--- config.mk ---
export PLATFORM = sky130hd
export DESIGN_NAME = crypt_bypass_regs
export DESIGN_NICKNAME = d
export VERILOG_FILES = /design/src/rtl/cbr_pkg.sv /design/src/rtl/cbr_decode.sv /design/src/rtl/cbr_enable_ctrl.sv /design/src/rtl/cbr_read_port.sv /design/src/rtl/crypt_bypass_regs.sv
export SDC_FILE = /design/constraint.sdc
export NUM_CORES = 1
export LEC_CHECK = 0
export BUFFER_PORTS_ARGS = -buffer_cell sky130_fd_sc_hd__buf_4
export CAP_MARGIN = 20
export CORE_MARGIN = 3
export CORE_UTILIZATION = 26
export DETAILED_ROUTE_END_ITERATION = 10
export PLACE_DENSITY = 0.75
export REMOVE_ABC_BUFFERS = 1
export SYNTH_ARGS = -nofsm -noshare
export SYNTH_HDL_FRONTEND = slang
export SYNTH_HIERARCHICAL = 1
export SYNTH_SLANG_ARGS = --single-unit
--- constraint.sdc ---
create_clock -name clk_i -period 0.8 [get_ports clk_i]
set_input_delay 0.12 -clock clk_i [delete_from_list [all_inputs] [get_ports clk_i]]
set_output_delay 0.12 -clock clk_i [all_outputs]
set_load 0.1 [all_outputs]
--- src/rtl/cbr_pkg.sv ---
package cbr_pkg;
  localparam int unsigned ADDR_VERSION = 0;
  localparam int unsigned ADDR_PERM    = 1;
  localparam int unsigned ADDR_ENABLE  = 2;

  typedef struct packed {
    logic perm_wr;
    logic en_wr;
    logic rd_version;
    logic rd_enable;
  } sel_t;
endpackage

--- src/rtl/cbr_decode.sv ---
module cbr_decode #(
  parameter int unsigned ADDR_W = 4
) (
  input  logic [ADDR_W-1:0] addr_i,
  input  logic              wr_vld_i,
  input  logic              rd_vld_i,
  output cbr_pkg::sel_t     sel_o
);
  localparam logic [ADDR_W-1:0] A_VER  = ADDR_W'(cbr_pkg::ADDR_VERSION);
  localparam logic [ADDR_W-1:0] A_PERM = ADDR_W'(cbr_pkg::ADDR_PERM);
  localparam logic [ADDR_W-1:0] A_EN   = ADDR_W'(cbr_pkg::ADDR_ENABLE);

  always_comb begin
    sel_o            = '0;
    sel_o.perm_wr    = wr_vld_i && (addr_i == A_PERM);
    sel_o.en_wr      = wr_vld_i && (addr_i == A_EN);
    sel_o.rd_version = rd_vld_i && (addr_i == A_VER);
    sel_o.rd_enable  = rd_vld_i && (addr_i == A_EN);
  end
endmodule

--- src/rtl/cbr_enable_ctrl.sv ---
module cbr_enable_ctrl (
  input  logic clk_i,
  input  logic rst_ni,
  input  logic perm_wr_i,
  input  logic en_wr_i,
  input  logic wr_bit_i,
  output logic en_o,
  output logic perm_o,
  output logic reenable_o
);
  logic en_q, en_d;
  logic perm_q, perm_d;
  logic off_once_q, off_once_d;  // set by the first disable, exempts re-enable
  logic rise_q, rise_d;

  always_comb begin
    en_d       = en_q;
    perm_d     = perm_q;
    off_once_d = off_once_q;
    rise_d     = 1'b0;
    if (perm_wr_i) perm_d = wr_bit_i;
    if (en_wr_i) begin
      if (wr_bit_i && !en_q && (perm_q || off_once_q)) begin
        en_d   = 1'b1;
        rise_d = 1'b1;
      end else if (!wr_bit_i && en_q && perm_q) begin
        en_d       = 1'b0;
        perm_d     = 1'b0;
        off_once_d = 1'b1;
      end
    end
  end

  always_ff @(posedge clk_i or negedge rst_ni) begin
    if (!rst_ni) begin
      en_q       <= 1'b0;
      perm_q     <= 1'b0;
      off_once_q <= 1'b0;
      rise_q     <= 1'b0;
    end else begin
      en_q       <= en_d;
      perm_q     <= perm_d;
      off_once_q <= off_once_d;
      rise_q     <= rise_d;
    end
  end

  assign en_o       = en_q;
  assign perm_o     = perm_q;
  assign reenable_o = rise_q;
endmodule

--- src/rtl/cbr_read_port.sv ---
module cbr_read_port #(
  parameter int unsigned          DATA_W  = 32,
  parameter logic [DATA_W-1:0]    VERSION = '0
) (
  input  logic              clk_i,
  input  logic              rst_ni,
  input  logic              rd_version_i,
  input  logic              rd_enable_i,
  input  logic              en_i,
  output logic [DATA_W-1:0] rd_data_o
);
  localparam int unsigned PAD_W = DATA_W - 1;

  logic [DATA_W-1:0] rd_d, rd_q;

  always_comb begin
    rd_d = '0;
    if (rd_version_i)     rd_d = VERSION;
    else if (rd_enable_i) rd_d = {{PAD_W{1'b0}}, en_i};
  end

  always_ff @(posedge clk_i or negedge rst_ni) begin
    if (!rst_ni) rd_q <= '0;
    else         rd_q <= rd_d;
  end

  assign rd_data_o = rd_q;
endmodule

--- src/rtl/crypt_bypass_regs.sv ---
module crypt_bypass_regs #(
  parameter int unsigned       ADDR_W  = 4,
  parameter int unsigned       DATA_W  = 32,
  parameter logic [DATA_W-1:0] VERSION = DATA_W'(32'h0002_0105)
) (
  input  logic              clk_i,
  input  logic              rst_ni,
  input  logic [ADDR_W-1:0] addr_i,
  input  logic              wr_vld_i,
  input  logic [DATA_W-1:0] wr_data_i,
  input  logic              rd_vld_i,
  output logic [DATA_W-1:0] rd_data_o,
  output logic              bypass_o,
  output logic              reenable_o
);
  cbr_pkg::sel_t sel;
  logic          en;
  logic          perm;

  cbr_decode #(.ADDR_W(ADDR_W)) u_dec (
    .addr_i  (addr_i),
    .wr_vld_i(wr_vld_i),
    .rd_vld_i(rd_vld_i),
    .sel_o   (sel)
  );

  cbr_enable_ctrl u_ctrl (
    .clk_i     (clk_i),
    .rst_ni    (rst_ni),
    .perm_wr_i (sel.perm_wr),
    .en_wr_i   (sel.en_wr),
    .wr_bit_i  (wr_data_i[0]),
    .en_o      (en),
    .perm_o    (perm),
    .reenable_o(reenable_o)
  );

  cbr_read_port #(.DATA_W(DATA_W), .VERSION(VERSION)) u_rd (
    .clk_i       (clk_i),
    .rst_ni      (rst_ni),
    .rd_version_i(sel.rd_version),
    .rd_enable_i (sel.rd_enable),
    .en_i        (en),
    .rd_data_o   (rd_data_o)
  );

  assign bypass_o = ~en;
endmodule

==> results by group <==
Run status
  • Outcome: finished, violations left
  • Violated checks: setup timing

GRT
  • GRT Total Usage: 0.0816
  • First-pass GRT wire length: roughly 1400 µm
  • Via count of the first global-routing pass: ~320
  • Maximum number of pins on one net before global-route repair: 7
  • Antenna violations before repair: 0
  • Remaining global-route overflow: 0

Drt
  • DRT antenna net count: 0
  • Routed length per placed instance: around 10 µm
  • Pre-antenna DRT Iters: 2
  • Number of vias after detailed routing: around 350
  • Total wire length: about 1000 µm
  • Residual DRC count: 0
  • Number of design-rule violations left by the first detailed-router iteration: 4
  • Average via count per standard cell: about 3.5

Critical path
  • Startpoint-to-endpoint class of the critical path: flip-flop to output port
  • Startpoint types: flip-flop
  • Data arrival, critical path: between 0.8 and 0.9 ns
  • Max stage delay on crit path: about 0.45 ns
  • Buffers and inverters on the worst path: 1
  • Critical Path Fanout Max: 3
  • Sequence of cells on the critical path: buf_12
  • Category of cells accounting for the largest share of critical-path delay: flip-flops
  • Required time worst endpoint: slightly below 0.7 ns
  • Kind of end point of the critical path: output port
  • Cell with the largest stage delay on the worst path: sky130_fd_sc_hd__dfrtp_2

Place
  • Final weighted congestion of routability-driven global placement: about 0.67
  • Cell Count Post-Placement: 94
  • PortBufs: 14
  • Final HPWL DP: approximately 710 µm

Timing
  • Final period utilization: 1.25
  • Total of endpoints with negative setup slack in the final report: 11
  • Final hold violation count: 0
  • Setup repair after global routing missed its margin: yes
  • Highest clock rate: 1000 MHz
  • Setup clock skew after layout: about 0.0061 ns
  • Worst Setup Slack, final: -0.199 ns
  • Max Transition Viols Final: 0
  • Total Neg Setup Slack: -1.22 ns
  • Clock period minus worst slack: about 1.0 ns

Synth
  • Commonest cells post-synth: sky130_fd_sc_hd__buf_4, sky130_fd_sc_hd__dfrtp_1, sky130_fd_sc_hd__nor2_1
  • Simple-gate share of the synthesized area: 0.119
  • Adder-cell share of the synthesized area: 0
  • Mean instance size in the synthesized netlist: between 9 and 10 µm²
  • Compound-gate portion of the synthesized area: 0.101
  • Number of synthesized flops with an enable pin: 0
  • Main combinational cell family by area after synthesis: buffers and inverters
  • Unique cell type count in the Yosys netlist: 17
  • Post-synthesis share of cell area spent on xor and xnor gates: 0
  • Flip-flop cell with the highest count after synthesis: sky130_fd_sc_hd__dfrtp_1
  • Multiplexer share of the synthesized area: 0
  • Top cell type by total area after synthesis: sky130_fd_sc_hd__buf_4
  • Share of Yosys cell area claimed by the top area cell type: 0.455
  • Netlist area before placement: just under 500 µm²
  • Fraction of registers with async set/reset: 1.00
  • Yosys warnings: 6
  • Gate count of the mapped netlist: between 50 and 60
  • Part of the Yosys area used for sequential elements: 0.303
  • Leading post-synthesis cells by cell area: sky130_fd_sc_hd__buf_4, sky130_fd_sc_hd__dfrtp_1, sky130_fd_sc_hd__a41o_2
  • Number of synthesized register bits: 6
  • Dominant cell by count in the synthesized netlist: sky130_fd_sc_hd__buf_4

Pwr
  • Worst IR Drop VDD: about 1.0 mV
  • Pwr per Cell Area: around 2300 nW/µm²
  • Cell leakage power: a little under 0.4 nW

Clocking
  • Worst skew pair latency: 0.24 ns
  • Number of sinks handled by clock tree synthesis: 6
  • TritonCTS clock tree: done
  • CTS H-tree depth: 1
  • Number of CTS-inserted buffers: 3
  • Clock Root Buffer: sky130_fd_sc_hd__clkbuf_4
  • Clock Tree Buf Depth: 2
  • Post-CTS clock slew at the launch and capture registers of the worst setup and hold paths: about 0.05 ns

Floorplan
  • Starting density of the core: 0.281
  • Total die area: between 2000 and 2500 µm²
  • Die H: approximately 50 µm
  • Core Region: between 1500 and 2000 µm²
  • Floorplan row count: 15
  • Number of ports placed on the die boundary: 74
  • Die width: just under 50 µm

Finish
  • Relative area change from synthesis to final layout: 40.9%
  • Number of cells in the finished layout apart from fillers: ~100
  • Final nets: between 100 and 150
  • Fraction of final layout cells with drive strength greater than 1: 0.408
  • Inserted Diodes: 0

Run
  • Count of maximum capacitance violations: 0

Hold path
  • Class of the worst hold path: input port to flip-flop
[routing by layer]
metal / GRT usage / up-vias / share of wire
met5: 0 / - / 0
met4: 0.0415 / 0 / 0
met3: 0.0363 / 0 / 0.11
met2: 0.172 / 28 / 0.62
met1: 0.0560 / 163 / 0.27
li1: - / 162 / -
[sequential cells by signal, summed over array words and instances (netlist names)]
name / cells
u_rd/rd_data_o: 2
u_ctrl/reenable_o: 1
u_ctrl/perm_o: 1
u_ctrl/off_once_q: 1
u_ctrl/en_o: 1
[kinds of logic after synthesis]
kind of cell,after synthesis
AO/OA/AOI/OAI,6
buffers and inverters,32
flip-flops,6
other,1
AND/OR/NAND/NOR,9
[cell type report]
type	instances	area [µm²]
clock buffers	3	22.5
fillers	174	1070
inverters	2	7.51
multi-input cells	43	240
flip-flops and latches	6	151
well taps	25	31.3
repair buffers	22	245
[what timing repair did]
action | in CTS | in global routing
hold buffers | 1 | 0
buffers inserted | 3 | 0
pin swaps | 5 | 1
setup endpoints to repair | 10 | 11
hold endpoints to repair | 6 | 0
gates resized for setup | 21 | 4
[layout by cell type, fill, tap and decap left out, drive strengths merged]
master,instances
dfrtp,6
o211ai,1
a41o,1
or3b,1
nand2b,1
and4b,1
nor3,1
nor4b,1
buf,21
a21bo,1
a21o,1
nand2,1
nor2,3
inv,2
a21oi,1
conb,28
dlygate4sd3,1
clkbuf,3
o22a,1
[final timing paths]
check                             startpoint                end  slack, ns  cells after the start
setup / recovery           u_rd/rd_data_o[8]      rd_data_o[17]      -0.20                      1
hold / removal                  wr_data_i[0]      u_ctrl/perm_o       0.14                      2
setup reg to reg                 u_ctrl/en_o        u_ctrl/en_o      -0.08                      3
hold reg to reg            u_ctrl/off_once_q  u_ctrl/off_once_q       0.48                      1
max in group asynchronous             rst_ni  u_rd/rd_data_o[8]       0.44                      2
min in group asynchronous             rst_ni  u_ctrl/reenable_o       0.23                      2
[metrics by stage]
| step | cell area (µm²) | setup slack, ns | utilization | power (mW) | hold WS [ns] |
|---|---|---|---|---|---|
| finish | 698 | -0.199 | 0.396 | 1.61 | 0.141 |
| detailed placement | 538 | -0.444 | 0.305 | 1.21 | -0.0710 |
| global route | 698 | -0.230 | 0.396 | 1.66 | 0.128 |
| global placement | 538 | -0.352 | 0.305 | 1.20 | -0.0714 |
| floorplan | 372 | -1.39 | - | 1.11 | -0.176 |
| CTS | 674 | -0.197 | 0.382 | 1.59 | 0.130 |
[power by group]
| part | internal (mW) | total, mW | leakage, nW | switching [mW] |
|---|---|---|---|---|
| sequential | 0.336 | 0.368 | 0.0784 | 0.0319 |
| combinational | 0.176 | 0.964 | 0.295 | 0.788 |
| clock | 0.170 | 0.279 | 0.0138 | 0.109 |
Power figures use the tool's default switching activity.
